===== src/rtl/sram_ctrl_pkg.sv =====
package sram_ctrl_pkg;

    typedef enum logic [1:0] {
        ST_IDLE    = 2'd0,
        ST_WR_LOW  = 2'd1,
        ST_WR_HOLD = 2'd2,
        ST_RD      = 2'd3
    } ctrl_state_e;

    function automatic int max_of(input int a, input int b);
        return (a > b) ? a : b;
    endfunction

endpackage


===== src/rtl/sram_ctrl_timer.sv =====
module sram_ctrl_timer #(
    parameter int CNT_W = 3
) (
    input  logic             clk,
    input  logic             rst_n,
    input  logic             load,
    input  logic [CNT_W-1:0] load_val,
    output logic             done
);
    logic [CNT_W-1:0] cnt_d, cnt_q;

    always_comb begin
        cnt_d = cnt_q;
        if (load) begin
            cnt_d = load_val;
        end else if (cnt_q != '0) begin
            cnt_d = cnt_q - 1'b1;
        end
    end

    always_ff @(posedge clk or negedge rst_n) begin
        if (!rst_n) begin
            cnt_q <= '0;
        end else begin
            cnt_q <= cnt_d;
        end
    end

    assign done = (cnt_q == '0);
endmodule


===== src/rtl/sram_ctrl_rdcap.sv =====
module sram_ctrl_rdcap #(
    parameter int DATA_W = 4
) (
    input  logic              clk,
    input  logic              rst_n,
    input  logic              sample,
    input  logic [DATA_W-1:0] dq_i,
    output logic [DATA_W-1:0] rdata,
    output logic              valid
);
    typedef struct packed {
        logic [DATA_W-1:0] data;
        logic              vld;
    } cap_t;

    cap_t cap_d, cap_q;

    always_comb begin
        cap_d     = cap_q;
        cap_d.vld = sample;
        if (sample) begin
            cap_d.data = dq_i;
        end
    end

    always_ff @(posedge clk or negedge rst_n) begin
        if (!rst_n) begin
            cap_q <= '0;
        end else begin
            cap_q <= cap_d;
        end
    end

    assign rdata = cap_q.data;
    assign valid = cap_q.vld;
endmodule


===== src/rtl/sram_seq_ctrl.sv =====
module sram_seq_ctrl
    import sram_ctrl_pkg::*;
#(
    parameter int ADDR_W       = 16,
    parameter int DATA_W       = 4,
    parameter int CYCLE_CYC    = 4,
    parameter int WE_PULSE_CYC = 2,
    parameter int DSU_CYC      = 2,
    parameter int HOLD_CYC     = 1,
    parameter int RD_ACC_CYC   = 3
) (
    input  logic              clk,
    input  logic              rst_n,
    input  logic              req_valid,
    input  logic              req_write,
    input  logic [ADDR_W-1:0] req_addr,
    input  logic [DATA_W-1:0] req_wdata,
    output logic              req_ready,
    output logic              rsp_valid,
    output logic [DATA_W-1:0] rsp_rdata,
    output logic [ADDR_W-1:0] mem_addr,
    output logic              mem_ce_a_n,
    output logic              mem_ce_b_n,
    output logic              mem_we_n,
    output logic              mem_oe_n,
    output logic [DATA_W-1:0] mem_dq_o,
    output logic              mem_dq_oe,
    input  logic [DATA_W-1:0] mem_dq_i
);
    // Phase lengths in cycles, derived from the timing minima
    localparam int WR_LOW_LEN  = max_of(max_of(WE_PULSE_CYC, DSU_CYC), 1);
    localparam int WR_HOLD_LEN = max_of(max_of(HOLD_CYC, 1), CYCLE_CYC - WR_LOW_LEN);
    localparam int RD_LEN      = max_of(max_of(RD_ACC_CYC, 1), CYCLE_CYC);
    localparam int LEN_MAX     = max_of(max_of(WR_LOW_LEN, WR_HOLD_LEN), RD_LEN);
    localparam int CNT_W       = $clog2(LEN_MAX + 1);

    typedef struct packed {
        ctrl_state_e       state;
        logic [ADDR_W-1:0] addr;
        logic [DATA_W-1:0] wdata;
        logic              ce_n;
        logic              we_n;
        logic              oe_n;
        logic              dq_oe;
    } regs_t;

    localparam regs_t RST_REGS = '{
        state: ST_IDLE, addr: '0, wdata: '0,
        ce_n: 1'b1, we_n: 1'b1, oe_n: 1'b1, dq_oe: 1'b0
    };

    regs_t            r_d, r_q;
    logic             tmr_load;
    logic [CNT_W-1:0] tmr_val;
    logic             tmr_done;
    logic             rd_sample;

    always_comb begin
        r_d       = r_q;
        tmr_load  = 1'b0;
        tmr_val   = '0;
        rd_sample = 1'b0;
        case (r_q.state)
            ST_IDLE: begin
                if (req_valid) begin
                    r_d.addr = req_addr;
                    r_d.ce_n = 1'b0;
                    tmr_load = 1'b1;
                    if (req_write) begin
                        r_d.state = ST_WR_LOW;
                        r_d.wdata = req_wdata;
                        r_d.we_n  = 1'b0;
                        r_d.dq_oe = 1'b1;
                        tmr_val   = CNT_W'(WR_LOW_LEN - 1);
                    end else begin
                        r_d.state = ST_RD;
                        r_d.oe_n  = 1'b0;
                        tmr_val   = CNT_W'(RD_LEN - 1);
                    end
                end
            end
            ST_WR_LOW: begin
                // Write enable is the strobe that ends the write
                if (tmr_done) begin
                    r_d.state = ST_WR_HOLD;
                    r_d.we_n  = 1'b1;
                    tmr_load  = 1'b1;
                    tmr_val   = CNT_W'(WR_HOLD_LEN - 1);
                end
            end
            ST_WR_HOLD: begin
                if (tmr_done) begin
                    r_d.state = ST_IDLE;
                    r_d.ce_n  = 1'b1;
                    r_d.dq_oe = 1'b0;
                end
            end
            ST_RD: begin
                if (tmr_done) begin
                    rd_sample = 1'b1;
                    r_d.state = ST_IDLE;
                    r_d.ce_n  = 1'b1;
                    r_d.oe_n  = 1'b1;
                end
            end
            default: r_d = RST_REGS;
        endcase
    end

    always_ff @(posedge clk or negedge rst_n) begin
        if (!rst_n) begin
            r_q <= RST_REGS;
        end else begin
            r_q <= r_d;
        end
    end

    sram_ctrl_timer #(.CNT_W(CNT_W)) u_timer (
        .clk      (clk),
        .rst_n    (rst_n),
        .load     (tmr_load),
        .load_val (tmr_val),
        .done     (tmr_done)
    );

    sram_ctrl_rdcap #(.DATA_W(DATA_W)) u_rdcap (
        .clk    (clk),
        .rst_n  (rst_n),
        .sample (rd_sample),
        .dq_i   (mem_dq_i),
        .rdata  (rsp_rdata),
        .valid  (rsp_valid)
    );

    assign req_ready  = (r_q.state == ST_IDLE);
    assign mem_addr   = r_q.addr;
    assign mem_ce_a_n = r_q.ce_n;
    assign mem_ce_b_n = r_q.ce_n;
    assign mem_we_n   = r_q.we_n;
    assign mem_oe_n   = r_q.oe_n;
    assign mem_dq_o   = r_q.wdata;
    assign mem_dq_oe  = r_q.dq_oe;
endmodule


===== config.mk =====
export PLATFORM = sky130hd
export DESIGN_NAME = sram_seq_ctrl
export DESIGN_NICKNAME = d
export VERILOG_FILES = /design/src/rtl/sram_ctrl_pkg.sv /design/src/rtl/sram_ctrl_timer.sv /design/src/rtl/sram_ctrl_rdcap.sv /design/src/rtl/sram_seq_ctrl.sv
export SDC_FILE = /design/constraint.sdc
export NUM_CORES = 1
export LEC_CHECK = 0
export BUFFER_PORTS_ARGS = -buffer_cell sky130_fd_sc_hd__buf_4
export CAP_MARGIN = 5
export CORE_MARGIN = 4
export CORE_UTILIZATION = 30
export DETAILED_ROUTE_END_ITERATION = 8
export PLACE_DENSITY = 0.56
export SLEW_MARGIN = 20
export SYNTH_ARGS = -nofsm -noshare
export SYNTH_HDL_FRONTEND = slang
export SYNTH_SLANG_ARGS = --single-unit

===== constraint.sdc =====
create_clock -name clk -period 2.2 [get_ports clk]
set_input_delay 0.22 -clock clk [delete_from_list [all_inputs] [get_ports clk]]
set_output_delay 0.22 -clock clk [all_outputs]
set_load 0.1 [all_outputs]

Word-level counts from Yosys, hierarchy flattened:

Index checks and enable logic that the tools add are counted.

* add/sub/neg operators: 1
* equality and inequality tests: 10
* mux-type cells: 25
* reductions and logical operators: 16

Operator list (count)
* 2-to-1 mux 26 bit: 1
* != test 2 bit (second input constant): 6
* AND reduction 4 bit: 3
* one-hot mux 1 bit (2 select lines): 5
* nonzero test 2 bit: 5
* 2-to-1 mux 1 bit: 9
* 2-to-1 mux 3 bit: 3
* AND reduction 3 bit: 3
* 2-to-1 mux 2 bit: 4
* one-hot mux 2 bit (3 select lines): 1
* one-hot mux 3 bit (2 select lines): 1
* == test 2 bit (second input constant): 2
* 2-to-1 mux 4 bit: 1
* logical NOT 3 bit: 1
* nonzero test 3 bit: 1
* subtractor 3 x 1 -> 3 bit (second input constant): 1
* == test 2 x 1 -> 1 bit (second input constant): 1
* logical NOT 2 bit: 1
* != test 2 x 1 -> 1 bit (second input constant): 1
* AND reduction 2 bit: 1
* OR reduction 2 bit: 1

* flip-flop bits (word level): 34
* input port bits: 28
* output and inout port bits: 31
* logic and storage cells: 62

Longest topological paths before layout:

Gate-level depths: netlist (run 1).

* word-level depth: 4
* mapped depth: 6
* depth with buffers taken out: 5

By module:

A second synthesis (run 1) with hierarchy kept.

* cells, all modules: 127
* area total of the unflattened synthesis: 1611.5 µm²

Modules (own cells, without submodules)
* sram_seq_ctrl: times used 1, cells each 97, area an instance 1241.2 µm²
* sram_ctrl_timer: times used 1, cells each 21, area an instance 200.2 µm²
* sram_ctrl_rdcap: times used 1, cells each 9, area an instance 170.2 µm²

Least setup slack after synthesis (run 1):

Ideal clock, no wire load.

* path kind: register to register
* start point: register r_q[25] in the netlist's numbering
* end point: register r_q (netlist bit mem_ce_a_n)
* arrival: 2306 ps
* slack: -186 ps
* cell stages (with the launch flop): 5
* path buffers: 1
* cells stage by stage: dfrtp_1 buf_4 nor2_1 nand2_1 a22o_1

* elaborated cells between the ends (all ways): 9
* classes of those cells: 4 x eq/ne; 1 x mux; 4 x reduce/logical

RTL lines
* from (decl): RTL line sram_seq_ctrl.sv:52 `regs_t r_d, r_q;`
* from (signal assigned): RTL line sram_seq_ctrl.sv:114 `r_q <= r_d;`
* logical NOT 2 bit (*)
* net req_ready: RTL line sram_seq_ctrl.sv:18 `output logic req_ready,`
* != test 2 bit (no line) or nonzero test 2 bit (tied branches)
* AND reduction 3 bit (no line)

Mark *: on every way through the listed nets, which the timed path passes. The rest lies on a longest branch.
A chain may end at the register's enable or synchronous reset.

Final worst setup path (run 1):

* start point: register u_timer.cnt_q[0]
* end point: register u_rdcap.cap_q (netlist bit u_rdcap.rdata[1])

* word-level cells in the longest chain between the ends: 3

Ends and longest elaborated chain
* from (decl): RTL line sram_ctrl_timer.sv:10 `logic [CNT_W-1:0] cnt_d, cnt_q;`
* from (signal assigned): RTL line sram_ctrl_timer.sv:25 `cnt_q <= cnt_d;`
* logical NOT 3 bit: RTL line sram_ctrl_timer.sv:29 `assign done = (cnt_q == '0);`
* 2-to-1 mux 1 bit: RTL line sram_seq_ctrl.sv:99 `if (tmr_done) begin`
* 2-to-1 mux 1 bit: RTL line sram_seq_ctrl.sv:63 `case (r_q.state)`
* to (signal assigned): RTL line sram_ctrl_rdcap.sv:30 `cap_q <= cap_d;`
* to (decl): RTL line sram_ctrl_rdcap.sv:16 `cap_t cap_d, cap_q;`

No other way between the ends.

==> results.toml, run 1 <==
[cells_and_area]
antenna_cells = 0
num-nets-final = 191
seq_area_um2 = 855
drive_above_1_share_pct = 61.1
nFillCells = 501
multiInputGateArea_um2 = 507
synthToLayoutAreaGrowth_pct = 27.9

[clock_network]
cts-root-buf = "clkbuf_8"
clock_path_buffers = 2
cts-buffers-inserted = 5
worstSkewPairLatency_ps = 280
clkTransAtPathRegs_ps = 70
cts_tree = "yes"
cts_setup_buffers = 0
h-tree-depth = 2
post_cts_resized = 0
clock-sinks = 34

[die]
die_area_mm2 = 0.00651
initial_utilization_pct = 31.0
coreArea_mm2 = 0.00511
die_h_um = 80.7
die_w_um = 80.7
ios = 59
num_rows = 26

[global_routing]
gr-total-overflow = 0
grt_pass1_vias = 1086
grt_pass1_wl_um = 4970
antenna_found_initial = 0
grt_max_degree = 35
grt_usage_pct = 10.3

[detailed_routing]
drtPass1Iterations = 3
avgRoutedWirePerCell_um = 13.4
num_vias = 986
routed_via_density = 4.25
drc = 0
routed_wl_um = 3120
ant_nets = 0
drt_iter0_drc = 60

[run_status]
status = "completed"

[setup_path]
worstSetupStartpointType = "flip-flop"
cpPeakStageDelay_ps = 380
reg2regPathDepth = 5
crit_fanout = 6
reg2reg_from = "u_timer.cnt_q[0]$_DFFE_PN0P_"
crit_slowest_cell = "dfrtp_1"
cp-end-kind = "flip-flop"
crit_required_ps = 2370
r2r-end = "u_rdcap.rdata[1]$_DFFE_PN0P_"
crit_type = "reg -> reg"
rrSetupSlack_ps = 350
crit_chain = "inv_1, ha_1, nor2b_1, and3_1, mux2_2"
worstPathArrival_ps = 2030

[logic_synthesis]
ys_ff_latch = 34
synth_cell_types = 28
synth.yosys.seq_area_share_pct = 53.9
netlist_instances = 120
syn_nets = 150
avgSynthCellArea_um2 = 13.2
yosys_warnings = 0
syn_area_mm2 = 0.00158

[sta]
drv_slew = 0
finClkSkew_ps = 4.42
period_minus_slack_ps = 1850
finalHoldViolations = 0
rsz0062_at_grt = "false"
setup_violations = 0
max_clock_freq_mhz = 539
fin_crit_sh_pct = 84.3
worstMarginPinSlew_ps = 428
setup_tns_ps = 0
slew_headroom_pct = 71.4

[run]
max_cap_violations = 0

[worst_hold_path]
holdPathStages = 2
min_from = "req_addr[8]"
whs_endpoint = "mem_addr[8]$_DFFE_PN0P_"
hold_path_class = "in -> reg"

[place]
hpwlAfterDp_um = 2360
gp_congestion = 0.756
place.port_buffers = 58
[cells in the final DEF, fill, tap and decap left out, drive strengths merged]
cell type,Yosys,layout
a21o,1,1
nand2,5,5
nor2b,1,1
clkbuf,0,5
inv,2,2
a31oi,1,1
ha,2,2
mux2i,1,1
bufinv,0,1
a21oi,1,1
nand3,2,2
nor3b,2,2
dfstp,3,3
dlygate4sd3,0,1
o21a,1,1
o21ba,1,1
o22a,2,2
and3,1,1
and2,1,1
buf,27,60
nand2b,3,3
mux2,24,24
a211oi,1,1
clkinv,0,2
o21ai,2,2
nor2,4,4
dfrtp,31,31
a22o,1,1
[how the worst max path moves through the flow]
| stage | start | end | slack, ps | depth (start not counted) |
|---|---|---|---|---|
| floorplan | r_q[24]$_DFFE_PN0P_ | mem_ce_a_n$_DFFE_PN1P_ | 360 | 4 |
| global placement | u_timer.cnt_q[0]$_DFFE_PN0P_ | u_rdcap.rdata[0]$_DFFE_PN0P_ | 470 | 5 |
| detailed placement | u_timer.cnt_q[0]$_DFFE_PN0P_ | u_rdcap.rdata[1]$_DFFE_PN0P_ | 360 | 5 |
| CTS | u_timer.cnt_q[0]$_DFFE_PN0P_ | u_rdcap.rdata[1]$_DFFE_PN0P_ | 350 | 5 |
| global route | u_timer.cnt_q[0]$_DFFE_PN0P_ | u_rdcap.rdata[1]$_DFFE_PN0P_ | 220 | 5 |
| finish | u_timer.cnt_q[0]$_DFFE_PN0P_ | u_rdcap.rdata[1]$_DFFE_PN0P_ | 350 | 5 |
[critical path: cells and delay by family, from the launching register on]
kind | cells | cell delay (ps)
AND/OR/NAND/NOR | 2 | 690
flip-flops | 1 | 380
multiplexers | 1 | 370
adder cells (fa/ha/maj) | 1 | 200
buffers and inverters | 1 | 100
[cells in the mapped netlist]
cell type   n  area share, %
dfrtp_1    31             49
buf_4      24             11
mux2_2     20             14
nand2_1     5            1.2
mux2_4      4            3.8
nor2_1      4           0.95
dfstp_2     3            5.0
nand2b_1    3            1.2
buf_6       2            1.4
ha_1        2            1.6
inv_1       2           0.47
nand3_1     2           0.63
o21ai_0     2           0.63
o22a_1      2            1.1
a211oi_1    1           0.47
a21o_1      1           0.47
a21oi_1     1           0.32
a22o_1      1           0.55
a31oi_1     1           0.40
and2_4      1           0.55
and3_1      1           0.40
buf_8       1           0.95
mux2i_1     1           0.63
nor2b_1     1           0.40
nor3b_1     1           0.47
nor3b_2     1           0.79
o21a_1      1           0.47
o21ba_2     1           0.63
[kinds of logic after synthesis]
family | Yosys count | synth area share (%)
muxes | 25 | 18.6
AOI/OAI and AO/OA | 11 | 5.06
DFF | 34 | 53.9
buffers and inverters | 29 | 14.2
and+or+nand+nor | 19 | 6.56
adders and majority gates | 2 | 1.58
[metal layers]
| layer | GRT usage, % | vias up | share of wire, % |
|---|---|---|---|
| li1 | - | 466 | - |
| met1 | 11.0 | 479 | 41 |
| met2 | 17.9 | 33 | 51 |
| met3 | 2.69 | 8 | 6.2 |
| met4 | 6.59 | 0 | 2.7 |
| met5 | 0 | - | 0 |
[area by class of cell]
type / count / share of cell area, %
Tap cell: 70 / 4.32
Sequential cell: 34 / 42.2
Multi-Input combinational cell: 57 / 25.0
Timing Repair Buffer: 61 / 22.7
Clock buffer: 5 / 3.40
Clock inverter: 3 / 1.98
Inverter: 2 / 0.371
[flip-flops by register name, indices dropped and copies added, names as in the netlist]
register       count
mem_addr          16
mem_dq_o           4
u_rdcap.rdata      4
u_timer.cnt_q      3
r_q                2
mem_ce_a_n         1
mem_dq_oe          1
mem_oe_n           1
mem_we_n           1
u_rdcap.valid      1
[timing repair]
action | 4_1_cts | 5_1_grt
endpoints found under the hold margin | 31 | 0
hold buffers | 1 | 0
setup endpoints to repair | 0 | 0
[through the flow]
stage	setup slack [ps]	util (%)	instance area, um^2	instances	hold WS [ps]
2_1_floorplan	364	-	1590	120	-75.6
6_report	345	39.7	2030	232	163
5_1_grt	224	39.7	2030	232	147
3_5_place_dp	359	37.3	1910	223	200
4_1_cts	349	39.7	2030	232	151
3_3_place_gp	466	37.3	1910	223	186
Power of run 1 is not shown: default switching activity piles up to over one toggle a cycle in this logic, so the estimate is an artifact.
==> run 2: changes to the inputs <==
Settings changed: ABC_AREA from default to 1, PLACE_DENSITY 0.56 to 0.58.
Clock period 2.2 ns to 1.5 ns, I/O delays scaled along.
==> results.toml, run 2 <==
[die]
num_rows = 26
die_w_um = 80.6
die_h_um = 80.6
initial_utilization_pct = 31.0
coreArea_mm2 = 0.00511
ios = 59
die_area_mm2 = 0.00650

[cells_and_area]
fin_util_pct = 39.9
num-nets-final = 257
synthToLayoutAreaGrowth_pct = 28.8
layout_common_cells = "nand2_1, buf_4, dfrtp_1, inv_1, nor2_1"
multiInputGateArea_um2 = 498
antenna_cells = 0
largest_reg_flops = 16
seq_area_um2 = 856
drive_above_1_share_pct = 34.8
final_common_cell = "nand2_1"
nFillCells = 519

[logic_synthesis]
syn_area_mm2 = 0.00158
synth_cell_types = 17
synth.yosys.seq_area_share_pct = 54.0
synthFlopType = "dfrtp_1"
synth_top_area_share_pct = 49.1
ys_ff_latch = 34
avgSynthCellArea_um2 = 8.64
netlist_instances = 183
yosysMostFrequentCell = "nand2_1"
synth_commonest_cells = "nand2_1, dfrtp_1, buf_4, inv_1, nor2_1"
synth_top_area_cell = "dfrtp_1"
synth-edff-count = 0
syn_nets = 213
synth.area.top_cells = "dfrtp_1, nand2_1, buf_4"
async_reset_ff_share_pct = 100
yosys_warnings = 0

[detailed_routing]
avgRoutedWirePerCell_um = 11.1
drc = 0
num_vias = 1211
ant_nets = 0
drt_iter0_drc = 21
routed_via_density = 4.08
drtPass1Iterations = 4
routed_wl_um = 3290

[run]
max_cap_violations = 0

[clock_network]
cts-root-buf = "clkbuf_8"
clock-sinks = 34
clock_path_buffers = 2
h-tree-depth = 2
cts_setup_buffers = 0
cts_tree = "yes"
worstSkewPairLatency_ps = 280
clkTransAtPathRegs_ps = 70
cts-buffers-inserted = 5

[global_routing]
grt_pass1_vias = 1138
gr-total-overflow = 0
grt_max_degree = 35
grt_usage_pct = 10.5
antenna_found_initial = 0
grt_pass1_wl_um = 5260

[place]
hpwlAfterDp_um = 2450
gp_congestion = 0.774
place.port_buffers = 58

[sta]
finalHoldViolations = 0
finClkSkew_ps = 4.80
slew_headroom_pct = 71.9
setup_violations = 0
max_clock_freq_mhz = 733
drv_slew = 0
hold_ws_ps = 57.0
rsz0062_at_grt = "false"
worstMarginPinSlew_ps = 422
period_minus_slack_ps = 1370
fin_crit_sh_pct = 91.0

[run_status]
status = "completed"

[setup_path]
crit_fanout = 8
worstSetupStartpointType = "flip-flop"
crit_required_ps = 1720
cp-end-kind = "flip-flop"
crit_type = "reg -> reg"
worstPathArrival_ps = 1590

[worst_hold_path]
hold_path_class = "in -> reg"
-- run 2: cell types whose count changed after synthesis, moves of 2 or more --
cell,previous run,this run
o21ai_0,2,5
inv_1,2,10
nor2_2,0,2
nand2b_1,3,0
nor2_4,0,2
o22a_1,2,0
mux2_2,20,0
nand2_1,5,83
nor3_1,0,2
nand3_1,2,6
mux2_4,4,0
nor2_1,4,8
-- run 2: path summary, 6_finish.rpt --
check                                             startpoint  cells after the start                           end  slack [ps]
worst max-delay path            u_timer.cnt_q[0]$_DFFE_PN0P_                      8          mem_oe_n$_DFFE_PN1P_         130
worst min-delay path                             mem_dq_i[1]                      3  u_rdcap.rdata[1]$_DFFE_PN0P_          60
worst max register to register  u_timer.cnt_q[0]$_DFFE_PN0P_                      8          mem_oe_n$_DFFE_PN1P_         130
worst min register to register       mem_dq_o[2]$_DFFE_PN0P_                      2       mem_dq_o[2]$_DFFE_PN0P_         470
max in group asynchronous                              rst_n                      2        mem_ce_a_n$_DFFE_PN1P_         800
min in group asynchronous                              rst_n                      2       mem_addr[2]$_DFFE_PN0P_         360
-- run 2: what timing repair did --
item                       4_1_cts  5_1_grt
hold buffers                     1        0
hold endpoints to repair        31        0
setup endpoints to repair        0        2
gates resized for setup          0        1
-- run 2: through the flow --
stage | area [um^2] | setup slack [ps] | instances | TNS (ps)
floorplan | 1590 | -66.1 | 183 | -651
global placement | 1940 | 161 | 289 | 0
detailed placement | 1940 | 80.9 | 289 | 0
CTS | 2040 | 79.0 | 297 | 0
global route | 2040 | 48.9 | 297 | 0
finish | 2040 | 135 | 297 | 0
-- run 2: routing by layer --
| layer | track usage [%] | up-vias | part of all wire [%] |
|---|---|---|---|
| met1 | 12.9 | 552 | 43 |
| li1 | - | 619 | - |
| met4 | 3.55 | 0 | 1.3 |
| met2 | 17.1 | 34 | 48 |
| met5 | 0 | - | 0 |
| met3 | 3.70 | 6 | 7.6 |
-- run 2: logic make-up after synthesis --
| group | Yosys count | share of synthesized area, % |
|---|---|---|
| adder cells (fa/ha/maj) | 2 | 1.58 |
| AND/OR/NAND/NOR | 104 | 27.0 |
| XOR/XNOR | 1 | 0.554 |
| flip-flops | 34 | 54.0 |
| AO/OA/AOI/OAI | 6 | 1.90 |
| buffers and inverters | 36 | 15.0 |
-- run 2: worst max-delay path: stages, from the launching register on --
cell and delay, ps:
dfrtp_1 390, inv_1 100, ha_1 170, inv_1 70, nor2_4 180, nand3_2 150, inv_2 130, nor2_1 50
nor2_1 80
-- run 2: final cells by class --
type                    instances  area share (%)
inverters                      11            2.03
multi-input cells             113            24.4
clock buffers                   7            4.24
well taps                      70            4.30
repair buffers                 62            23.0
flip-flops and latches         34            42.0
Power of run 2 is left out for the same reason.
==> run 3: changes to the inputs <==
==> constraint.sdc (replaced) <==
create_clock -name clk -period 1.5 [get_ports clk]
set_input_delay 0.075 -clock clk [delete_from_list [all_inputs] [get_ports clk]]
set_output_delay 0.075 -clock clk [all_outputs]
set_load 0.1 [all_outputs]
==> results.toml, run 3 (same netlist as run 2, synthesis figures left out) <==
[place]
place.port_buffers = 58
hpwlAfterDp_um = 2450
gp_congestion = 0.774
placedCellCount = 289
place_area_mm2 = 0.00194

[setup_path]
crit_type = "reg -> reg"
critical_path.startpoint = "u_timer.cnt_q[0]$_DFFE_PN0P_"
cp-end-kind = "flip-flop"
r2r-end = "mem_oe_n$_DFFE_PN1P_"
rrSetupSlack_ps = 130
cpPeakStageDelay_ps = 380
path_buf_inv = 3
crit_fanout = 8
reg2reg_from = "u_timer.cnt_q[0]$_DFFE_PN0P_"
crit_required_ps = 1720
crit_chain = "inv_1, ha_1, inv_1, nor2_4, nand3_2, inv_2, nor2_1, nor2_1"
worstPathArrival_ps = 1590
worstSetupEndpoint = "mem_oe_n$_DFFE_PN1P_"
crit_family = "simple AND/OR/NAND/NOR gates"
reg2regPathDepth = 8
cp.depth = 8
worstSetupStartpointType = "flip-flop"
crit_slowest_cell = "dfrtp_1"

[detailed_routing]
routed_via_density = 4.11
avgRoutedWirePerCell_um = 10.8
drc = 0
drt_iter0_drc = 15
ant_nets = 0
drtPass1Iterations = 4
routed_wl_um = 3370
num_vias = 1279

[sta]
max_clock_freq_mhz = 729
fin_crit_sh_pct = 91.4
rsz0062_at_grt = "false"
setup_violations = 0
period_minus_slack_ps = 1370
slew_headroom_pct = 72.3
finalHoldViolations = 0
finClkSkew_ps = 7.60
worstMarginPinSlew_ps = 415
drv_slew = 0

[global_routing]
grt_max_degree = 35
grt_pass1_vias = 1213
grt_usage_pct = 10.9
antenna_found_initial = 0
grt_pass1_wl_um = 5450
gr-total-overflow = 0

[run_status]
status = "completed"

[clock_network]
clkTransAtPathRegs_ps = 70
worstSkewPairLatency_ps = 280
clock-sinks = 34
cts_setup_buffers = 0
h-tree-depth = 2
clock_path_buffers = 2
cts-root-buf = "clkbuf_8"
cts_tree = "yes"
cts-buffers-inserted = 5

[die]
ios = 59
coreArea_mm2 = 0.00511
die_area_mm2 = 0.00650
die_w_um = 80.6
initial_utilization_pct = 31.0
num_rows = 26
die_h_um = 80.6

[cells_and_area]
layout_common_cells = "nand2_1, buf_4, dfrtp_1, dlygate4sd3_1, inv_1"
synthToLayoutAreaGrowth_pct = 37.7
num-nets-final = 271
drive_above_1_share_pct = 32.8
largest_reg_flops = 16
final_cell_area_mm2 = 0.00218
fin_cells = 311
final_common_cell = "nand2_1"
antenna_cells = 0

[run]
max_cap_violations = 0

[worst_hold_path]
min_from = "req_addr[4]"
hold_path_class = "in -> reg"
-- run 3: changes by cell type in the layout (fill, tap and decap cells not counted) --
| cell | before | now |
|---|---|---|
| dlygate4sd3_1 | 1 | 15 |
-- run 3: per-layer routing --
layer  vias to the layer above  wire [um]  track usage (%)  share of wire, %
met4                         0         42             3.55               1.2
met1                       592       1420             13.2                42
met2                        34       1650             18.0                49
met3                         6        256             3.70               7.6
li1                        647          -                -                 -
met5                         -          0                0                 0
-- run 3: layout make-up --
type | count | area, um^2
inverter | 11 | 41.3
tap | 70 | 87.6
timing repair buffer | 76 | 608
clock buffer | 7 | 86.3
fill | 504 | 2930
multi-input combinational | 113 | 498
sequential | 34 | 856
-- run 3: what timing repair did --
action,4_1_cts,5_1_grt
resized for setup,0,1
hold endpoints to repair,44,1
endpoints found under the setup margin,0,2
hold buffers,14,1
-- run 3: metrics by stage --
stage	setup TNS (ps)	utilization [%]	worst slack [ps]	hold WS, ps
after detailed placement	0	38.0	80.9	49.2
after floorplan	-651	-	-66.1	-221
after global placement	0	38.0	161	50.1
after CTS	0	42.4	79.0	0.577
final	0	42.6	129	2.92
after global routing	0	42.6	48.9	9.03
-- run 3: worst min path at each step --
stage	end	slack, ps	cells after the start
6_report	mem_addr[4]$_DFFE_PN0P_	3	3
5_1_grt	mem_addr[6]$_DFFE_PN0P_	9	3
4_1_cts	mem_addr[6]$_DFFE_PN0P_	0.6	3
3_5_place_dp	mem_addr[2]$_DFFE_PN0P_	50	1
3_3_place_gp	mem_addr[2]$_DFFE_PN0P_	50	1
2_1_floorplan	mem_addr[0]$_DFFE_PN0P_	-220	0
-- run 3: worst reg2reg max path, stage by stage (launching register included) --
cell	delay [ps]
dfrtp_1	380
inv_1	100
ha_1	170
inv_1	70
nor2_4	180
nand3_2	150
inv_2	130
nor2_1	50
nor2_1	80
Power of run 3 is left out for the same reason.
